[config.mk]
export PLATFORM = sky130hd
export DESIGN_NAME = tlbinv_proc
export DESIGN_NICKNAME = d
export VERILOG_FILES = /design/src/rtl/tlbinv_pkg.sv /design/src/rtl/tlbinv_pgmask.sv /design/src/rtl/tlbinv_classify.sv /design/src/rtl/tlbinv_pending.sv /design/src/rtl/tlbinv_proc.sv
export SDC_FILE = /design/constraint.sdc
export NUM_CORES = 1
export LEC_CHECK = 0
export ABC_AREA = 0
export BUFFER_PORTS_ARGS = -buffer_cell sky130_fd_sc_hd__buf_2
export CAP_MARGIN = 20
export CORE_ASPECT_RATIO = 1.75
export CORE_MARGIN = 2
export CORE_UTILIZATION = 44
export CTS_CLUSTER_DIAMETER = 200
export DETAILED_ROUTE_END_ITERATION = 12
export PLACE_DENSITY = 0.8
export SYNTH_ARGS = -nofsm -noshare
export SYNTH_HDL_FRONTEND = slang
export SYNTH_SLANG_ARGS = --single-unit
[constraint.sdc]
create_clock -name clk -period 2.35 [get_ports clk]
set_clock_uncertainty 0.2 [all_clocks]
set_input_delay 0.3525 -clock clk [delete_from_list [all_inputs] [get_ports clk]]
set_output_delay 0.3525 -clock clk [all_outputs]
set_load 0.005 [all_outputs]
[src/rtl/tlbinv_pkg.sv]
// Shared types and constants for the translation-invalidate processor.
// Assumes a big-endian field numbering over a 64-bit operand.
package tlbinv_pkg;

    // Result chosen for one command
    typedef enum logic [1:0] {
        OUT_NOP  = 2'd0,
        OUT_EXC  = 2'd1,
        OUT_PAGE = 2'd2,
        OUT_FULL = 2'd3
    } outcome_e;

    // Invalidation-control codes
    localparam logic [1:0] CTL_XLAT = 2'd0;
    localparam logic [1:0] CTL_WALK = 2'd1;
    localparam logic [1:0] CTL_BOTH = 2'd2;
    localparam logic [1:0] CTL_GRP  = 2'd3;

    // Selector codes
    localparam logic [1:0] SEL_ADDR = 2'd0;
    localparam logic [1:0] SEL_PROC = 2'd1;

    // Page-size codes and their offset widths
    localparam int NUM_SIZES = 4;
    localparam logic [2:0] SZ_CODE [NUM_SIZES] = '{3'd0, 3'd5, 3'd1, 3'd2};
    localparam int         SZ_SHIFT[NUM_SIZES] = '{12, 16, 21, 30};

endpackage

[src/rtl/tlbinv_pgmask.sv]
// Maps a page-size code to a page-offset mask.
// Assumes XLEN is wide enough for the largest shift; unknown codes give ok=0.
module tlbinv_pgmask
    import tlbinv_pkg::*;
#(
    parameter int XLEN = 64
) (
    input  logic [2:0]      ap,
    output logic [XLEN-1:0] mask,
    output logic            ok
);
    logic [NUM_SIZES-1:0]  hit;
    logic [XLEN-1:0]       cand [NUM_SIZES];

    // One comparator and constant mask per supported size
    for (genvar g = 0; g < NUM_SIZES; g++) begin : g_size
        assign hit[g]  = (ap == SZ_CODE[g]);
        assign cand[g] = (XLEN'(1) << SZ_SHIFT[g]) - XLEN'(1);
    end

    // Select the mask of the matching size
    always_comb begin
        mask = '0;
        ok   = 1'b0;
        for (int i = 0; i < NUM_SIZES; i++) begin
            if (hit[i]) begin
                mask = cand[i];
                ok   = 1'b1;
            end
        end
    end
endmodule

[src/rtl/tlbinv_classify.sv]
// Combinational classifier: picks exception, no-op, page flush or full flush
// from the command fields. Assumes fields are already extracted from the operand.
module tlbinv_classify
    import tlbinv_pkg::*;
(
    input  logic [1:0]  ric,
    input  logic        prs,
    input  logic        radix,
    input  logic        hv,
    input  logic        host_radix,
    input  logic        is_local,
    input  logic [1:0]  sel,
    input  logic [11:0] set_f,
    input  logic [1:0]  quad,
    input  logic        ap_ok,
    output outcome_e    kind
);
    logic eff_radix;
    logic bad_form;

    // Effective translation mode comes from the command only in hypervisor state
    assign eff_radix = hv ? radix : host_radix;

    // Forms that are illegal in radix mode
    assign bad_form = (ric == CTL_GRP)
                   || (((ric == CTL_WALK) || (ric == CTL_BOTH)) && (sel == SEL_ADDR))
                   || (!prs && (sel == SEL_PROC));

    // Ordered decision tree
    always_comb begin
        if (!eff_radix) begin
            kind = OUT_FULL;
        end else if (bad_form) begin
            kind = OUT_EXC;
        end else if (ric == CTL_WALK) begin
            kind = (is_local && (set_f != '0)) ? OUT_EXC : OUT_NOP;
        end else if (sel != SEL_ADDR) begin
            kind = OUT_FULL;
        end else if ((ric == CTL_XLAT) && prs && (quad != 2'b00)) begin
            kind = OUT_FULL;
        end else if (!ap_ok) begin
            kind = OUT_EXC;
        end else begin
            kind = OUT_PAGE;
        end
    end
endmodule

[src/rtl/tlbinv_pending.sv]
// Sticky pending flags, one per flush scope. A set beats an acknowledge
// on the same edge. Assumes synchronous active-low reset.
module tlbinv_pending #(
    parameter int NPEND = 2
) (
    input  logic             clk,
    input  logic             rst_n,
    input  logic [NPEND-1:0] set_i,
    input  logic [NPEND-1:0] ack_i,
    output logic [NPEND-1:0] pend_o
);
    for (genvar g = 0; g < NPEND; g++) begin : g_bit
        // Hold, set or clear one pending flag
        always_ff @(posedge clk) begin
            if (!rst_n)          pend_o[g] <= 1'b0;
            else if (set_i[g])   pend_o[g] <= 1'b1;
            else if (ack_i[g])   pend_o[g] <= 1'b0;
        end
    end
endmodule

[src/rtl/tlbinv_proc.sv]
// Translation-invalidate request processor. Takes one command per cycle,
// classifies it and reports one registered result the cycle after acceptance.
// Assumes big-endian field numbering over an XLEN-bit operand.
module tlbinv_proc
    import tlbinv_pkg::*;
#(
    parameter int XLEN = 64
) (
    input  logic            clk,
    input  logic            rst_n,
    input  logic            cmd_valid,
    output logic            cmd_ready,
    input  logic [XLEN-1:0] cmd_rb,
    input  logic [1:0]      cmd_ric,
    input  logic            cmd_prs,
    input  logic            cmd_radix,
    input  logic            cmd_local,
    input  logic            cmd_hv,
    input  logic            cfg_host_radix,
    input  logic            ack_local,
    input  logic            ack_global,
    output logic            exc_pulse,
    output logic            pflush_pulse,
    output logic [XLEN-1:0] pflush_addr,
    output logic            pflush_local,
    output logic            nop_pulse,
    output logic            full_local_pend,
    output logic            full_global_pend
);
    // Big-endian field positions turned into LSB-first indices
    localparam int SEL_LO  = XLEN - 1 - 53;
    localparam int AP_LO   = XLEN - 1 - 58;
    localparam int SET_LO  = XLEN - 1 - 51;
    localparam int EPN_LO  = XLEN - 1 - 51;
    localparam int QUAD_LO = XLEN - 2;
    localparam logic [XLEN-1:0] EPN_MASK = ~((XLEN'(1) << EPN_LO) - XLEN'(1));

    logic            ready_q;
    logic            accept;
    logic [XLEN-1:0] off_mask;
    logic            ap_ok;
    outcome_e        kind;
    logic [XLEN-1:0] page_addr;
    logic [1:0]      pend_set;
    logic [1:0]      pend_q;

    assign cmd_ready = ready_q;
    assign accept    = cmd_valid && ready_q;

    tlbinv_pgmask #(.XLEN(XLEN)) u_pgmask (
        .ap   (cmd_rb[AP_LO +: 3]),
        .mask (off_mask),
        .ok   (ap_ok)
    );

    tlbinv_classify u_classify (
        .ric        (cmd_ric),
        .prs        (cmd_prs),
        .radix      (cmd_radix),
        .hv         (cmd_hv),
        .host_radix (cfg_host_radix),
        .is_local   (cmd_local),
        .sel        (cmd_rb[SEL_LO +: 2]),
        .set_f      (cmd_rb[SET_LO +: 12]),
        .quad       (cmd_rb[QUAD_LO +: 2]),
        .ap_ok      (ap_ok),
        .kind       (kind)
    );

    // Page number kept, offset bits of the chosen size cleared
    assign page_addr = cmd_rb & EPN_MASK & ~off_mask;

    // Full-flush requests: local always, global only for broadcast
    assign pend_set[0] = accept && (kind == OUT_FULL);
    assign pend_set[1] = accept && (kind == OUT_FULL) && !cmd_local;

    tlbinv_pending #(.NPEND(2)) u_pending (
        .clk    (clk),
        .rst_n  (rst_n),
        .set_i  (pend_set),
        .ack_i  ({ack_global, ack_local}),
        .pend_o (pend_q)
    );

    assign full_local_pend  = pend_q[0];
    assign full_global_pend = pend_q[1];

    // Register the one-cycle result pulses and the page-flush payload
    always_ff @(posedge clk) begin
        if (!rst_n) begin
            ready_q      <= 1'b0;
            exc_pulse    <= 1'b0;
            pflush_pulse <= 1'b0;
            nop_pulse    <= 1'b0;
            pflush_addr  <= '0;
            pflush_local <= 1'b0;
        end else begin
            ready_q      <= 1'b1;
            exc_pulse    <= accept && (kind == OUT_EXC);
            pflush_pulse <= accept && (kind == OUT_PAGE);
            nop_pulse    <= accept && (kind == OUT_NOP);
            if (accept && (kind == OUT_PAGE)) begin
                pflush_addr  <= page_addr;
                pflush_local <= cmd_local;
            end
        end
    end
endmodule

# Word level (Yosys, flattened, before mapping)
# Index checks and enable logic that the tools add are counted.
# op_classes
eq_ne	10
muxes	21
n_bitwise	2
reduce_logical	25
# op_table
op	n
bitwise AND 64 bit	1
inverter 64 bit	1
two-way mux 30 bit	1
two-way mux 21 bit	1
two-way mux 16 bit	1
two-way mux 12 bit	1
two-way mux 2 bit	6
nonzero test 12 bit	1
logical AND 1 bit	11
two-way mux 1 bit	11
equality test 2 bit (second input constant)	4
nonzero test 2 bit	4
equality test 2 x 1 -> 1 bit (second input constant)	3
zero test 2 bit	3
equality test 3 x 1 -> 1 bit (second input constant)	1
equality test 3 x 2 -> 1 bit (second input constant)	1
equality test 3 bit (second input constant)	1
zero test 3 bit	1
logical OR 1 bit	3
zero test 1 bit	2
# totals
regBits	71
inputBits	76
out_inout_bits	71
elab_cells	66

# Logic depth before layout (Yosys ltp)
# logic_depth
word_depth	15
mapped_depth	8
ltp_nobuf	6

# Hierarchy
# Synthesis repeated with hierarchy kept, for this count alone.
# hier_totals
cells_unflattened	351
area_unflattened_um2	3339.5
# modules_own_cells
mod	n_inst	cells_each	area_each_um2	seq_area_each_um2
tlbinv_proc	1	256	2577.5	1141.1
tlbinv_pgmask	1	68	509.2	0.0
tlbinv_classify	1	21	170.2	0.0
tlbinv_pending	1	6	82.6	40.0

# Worst setup path after synthesis
# No wires, ideal clock.
# synth_timing
kind	input port to flip-flop
from	input port cmd_ric[0]
to	register pflush_addr[32]
arrival_ps	1771
required_ps	2018
slack_ps	247
path_stages	8
path_buffers	2
path_cell_list	inv_1 > ha_1 > or2_4 > a311o_1 > buf_4 > clkbuf_2 > o21ai_0 > a21oi_1
# synth_via
elab_chain_cells	10
word_cells_on_any_way	17
cone_classes	4 x eq/ne; 5 x mux; 8 x reduce/logical
# synth_lines
item	line	text
start: declaration	tlbinv_proc.sv:14	input logic [1:0] cmd_ric,
zero test 2 bit	tlbinv_classify.sv:39	end else if ((ric == CTL_XLAT) && prs && (quad != 2'b00)) begin
logical AND 1 bit (2 in a row)	tlbinv_classify.sv:39	
two-way mux 2 bit	tlbinv_classify.sv:39	
two-way mux 2 bit	tlbinv_classify.sv:37	end else if (sel != SEL_ADDR) begin
two-way mux 2 bit	tlbinv_classify.sv:35	end else if (ric == CTL_WALK) begin
two-way mux 2 bit (*)	tlbinv_classify.sv:33	end else if (bad_form) begin
two-way mux 2 bit (*)	tlbinv_classify.sv:31	if (!eff_radix) begin
equality test 2 bit (*)	tlbinv_proc.sv:102	if (accept && (kind == OUT_PAGE)) begin
logical AND 1 bit (*)	tlbinv_proc.sv:102	
end signal: assignment	tlbinv_proc.sv:103	pflush_addr <= page_addr;
end: declaration	tlbinv_proc.sv:24	output logic [XLEN-1:0] pflush_addr,
# Mark *: on every way between the ends. The rest lies on a longest branch, timed or not.
# A chain may end at the register's enable or synchronous reset.

# Final worst setup path
# layout_timing
from	input port cmd_ric[0]
to	register pflush_addr[48]
# Same word-level chain as after synthesis.

==> reports/results.txt <==
core area = 5590 µm²
final setup margin = 0.358 ns
first-pass GRT wire length = 10900 µm
I/O pin total = 147
Seq/Total Area, Yosys = 0.465
post-layout instance area = 3430 µm²
Antenna Cells = 0
ys async rst share = 0
routed wire length per instance = 13.8 µm
Worst Path Max Fanout = 23
post-DR vias/cell = 5.31
Tot Pwr = 2.04 mW
Required @ worst endpoint = 2.35 ns
worst hold path class = primary input to flop
CTS Buf Count = 9
Placed Area = 3250 µm²
aggregate global-route resource usage = 0.219
Highest Clock Rate = 502 MHz
WL final = 7050 µm
die width = 61.4 µm
# rows = 36
Synth top area share = 0.465
FILL cells = 537
largest net degree at the start of global routing = 32
mapped cell area = 2540 µm²
die height = 104 µm
DRT iter0 DRCs = 141
postcts setup bufs = 0
vias in the first global route = 2478
Cells after Synth = 303
remaining antenna violation count after routing = 0
clock buffer depth = 2
GRT overflow = 0
EDFF count, synth = 0
Final Max Tran Viols = 0
Power Dens Cells = 594 nW/µm²
Total Nets Final = 509
first-pass iteration count of the detailed router = 4
RSZ-0062 raised after global routing = false
number of buffers added on ports = 127
CTS tree = built
Slew @ Worst Pin = 0.695 ns
H-tree lvl count = 3
Finish-stage setup viols = 0
DRC = 0
Setup crit end kind = flop
initial core utilization = 0.455
Synth area leader = dfxtp_1
Synth Area per Inst = 8.38 µm²
Via Count = 2712
LEAKAGE = 1.52 nW
relative slew slack = 0.536
post-synthesis cell type count = 37
Hold Buf Count CTS = 1
GP Congestion = 0.820
max cap viols = 0
fin cells = 511
clock slew at reported path FFs = 0.06 ns
initial antenna violation count = 0
setup TNS = 0 ns
Skew-Pair Late Insertion Delay = 0.32 ns
Peak VDD IR = 0.471 mV
Hold Vio Cnt, Final = 0
Seq cells post-synth = 59
Layout area overhead = 35.1%
status = finished, final reports clean
Hold WS = 0.0650 ns
Final min period = 1.99 ns
placed instance count = 494
Synth top cells by count = dfxtp_1, o21ai_0, nand3_1
Startpoint Class = primary input
Post-DP HPWL = 5160 µm
dpl ws = 0.0189 ns
post-layout util = 0.614
Area contributors post-synth = dfxtp_1, o21ai_0, nand3_1
critical path class = primary input to flop
Die ar. = 6420 µm²
Arrival @ worst endpoint = 1.99 ns
Sink Count = 59
Main synth FF type = dfxtp_1
final period utilization = 0.848
yosys warns = 0
share of post-route cells with drive strength above 1 = 0.372
post-cts sizing count = 0
most frequent cell after synthesis = dfxtp_1
root buf cell = clkbuf_8
==> final timing paths <==
check	startpoint	end	slack, ns	cells past startpoint
setup / recovery	cmd_ric[0]	pflush_addr[48]	0.36	8
hold / removal	cmd_rb[24]	pflush_addr[24]	0.06	3
setup reg to reg	cmd_ready	pflush_addr[54]	0.64	5
hold reg to reg	pflush_addr[23]	pflush_addr[23]	0.26	2
==> layer usage <==
layer / routed length (µm) / global-route usage
met1: 2720 / 0.231
met2: 3750 / 0.388
met3: 437 / 0.0585
met4: 147 / 0.0912
met5: 0 / 0
==> worst max-delay path: stages <==
cell and delay (ns):
buf_2 0.10, inv_1 0.04, ha_1 0.27, or2_4 0.27, a311o_1 0.42, buf_4 0.25
o21ai_0 0.19, a21oi_1 0.09
==> where the power goes <==
group	switching (mW)	internal (mW)	leakage, nW
combinational	0.131	0.0922	0.953
sequential	0.00337	1.01	0.476
clock	0.367	0.438	0.0905
total	0.501	1.54	1.52
==> cell families after synthesis <==
| kind of cell | Yosys count | synth area share |
|---|---|---|
| simple gates | 96 | 0.201 |
| xor+xnor | 1 | 0.00345 |
| buf+inv | 41 | 0.0872 |
| mux | 2 | 0.00789 |
| flops | 59 | 0.465 |
| fa+ha+maj | 3 | 0.0148 |
| compound gates | 100 | 0.219 |
| other cells | 1 | 0.00148 |
==> cell type report <==
cell class | instances | area [µm²] | share of cell area
tap | 76 | 95.1 | 0.0277
inverter | 4 | 15.0 | 0.00438
clock buffer | 14 | 163 | 0.0474
clock inverter | 2 | 10.0 | 0.00292
sequential | 59 | 1180 | 0.344
timing repair buffer | 142 | 788 | 0.230
multi-input combinational | 214 | 1180 | 0.344
==> state kept, by name, indices dropped and copies added, names as in the netlist <==
signal	count
pflush_local	1
u_pending.pend_o	2
exc_pulse	1
pflush_pulse	1
nop_pulse	1
pflush_addr	52
cmd_ready	1
==> layout by cell type (no fill, tap or decap), types with 3 or more instances in the layout <==
cell type and n:
conb_1 12, nand2_1 19, nand4_1 19, nor4_1 3, buf_2 127, nand3_1 38
ha_1 3, buf_4 11, nor2_1 4, buf_12 3, inv_1 3, clkbuf_8 11
dfxtp_1 59, nand3b_1 3, a21oi_1 36, clkbuf_1 3, o21ai_0 54
(Power assumes the default switching activity.)
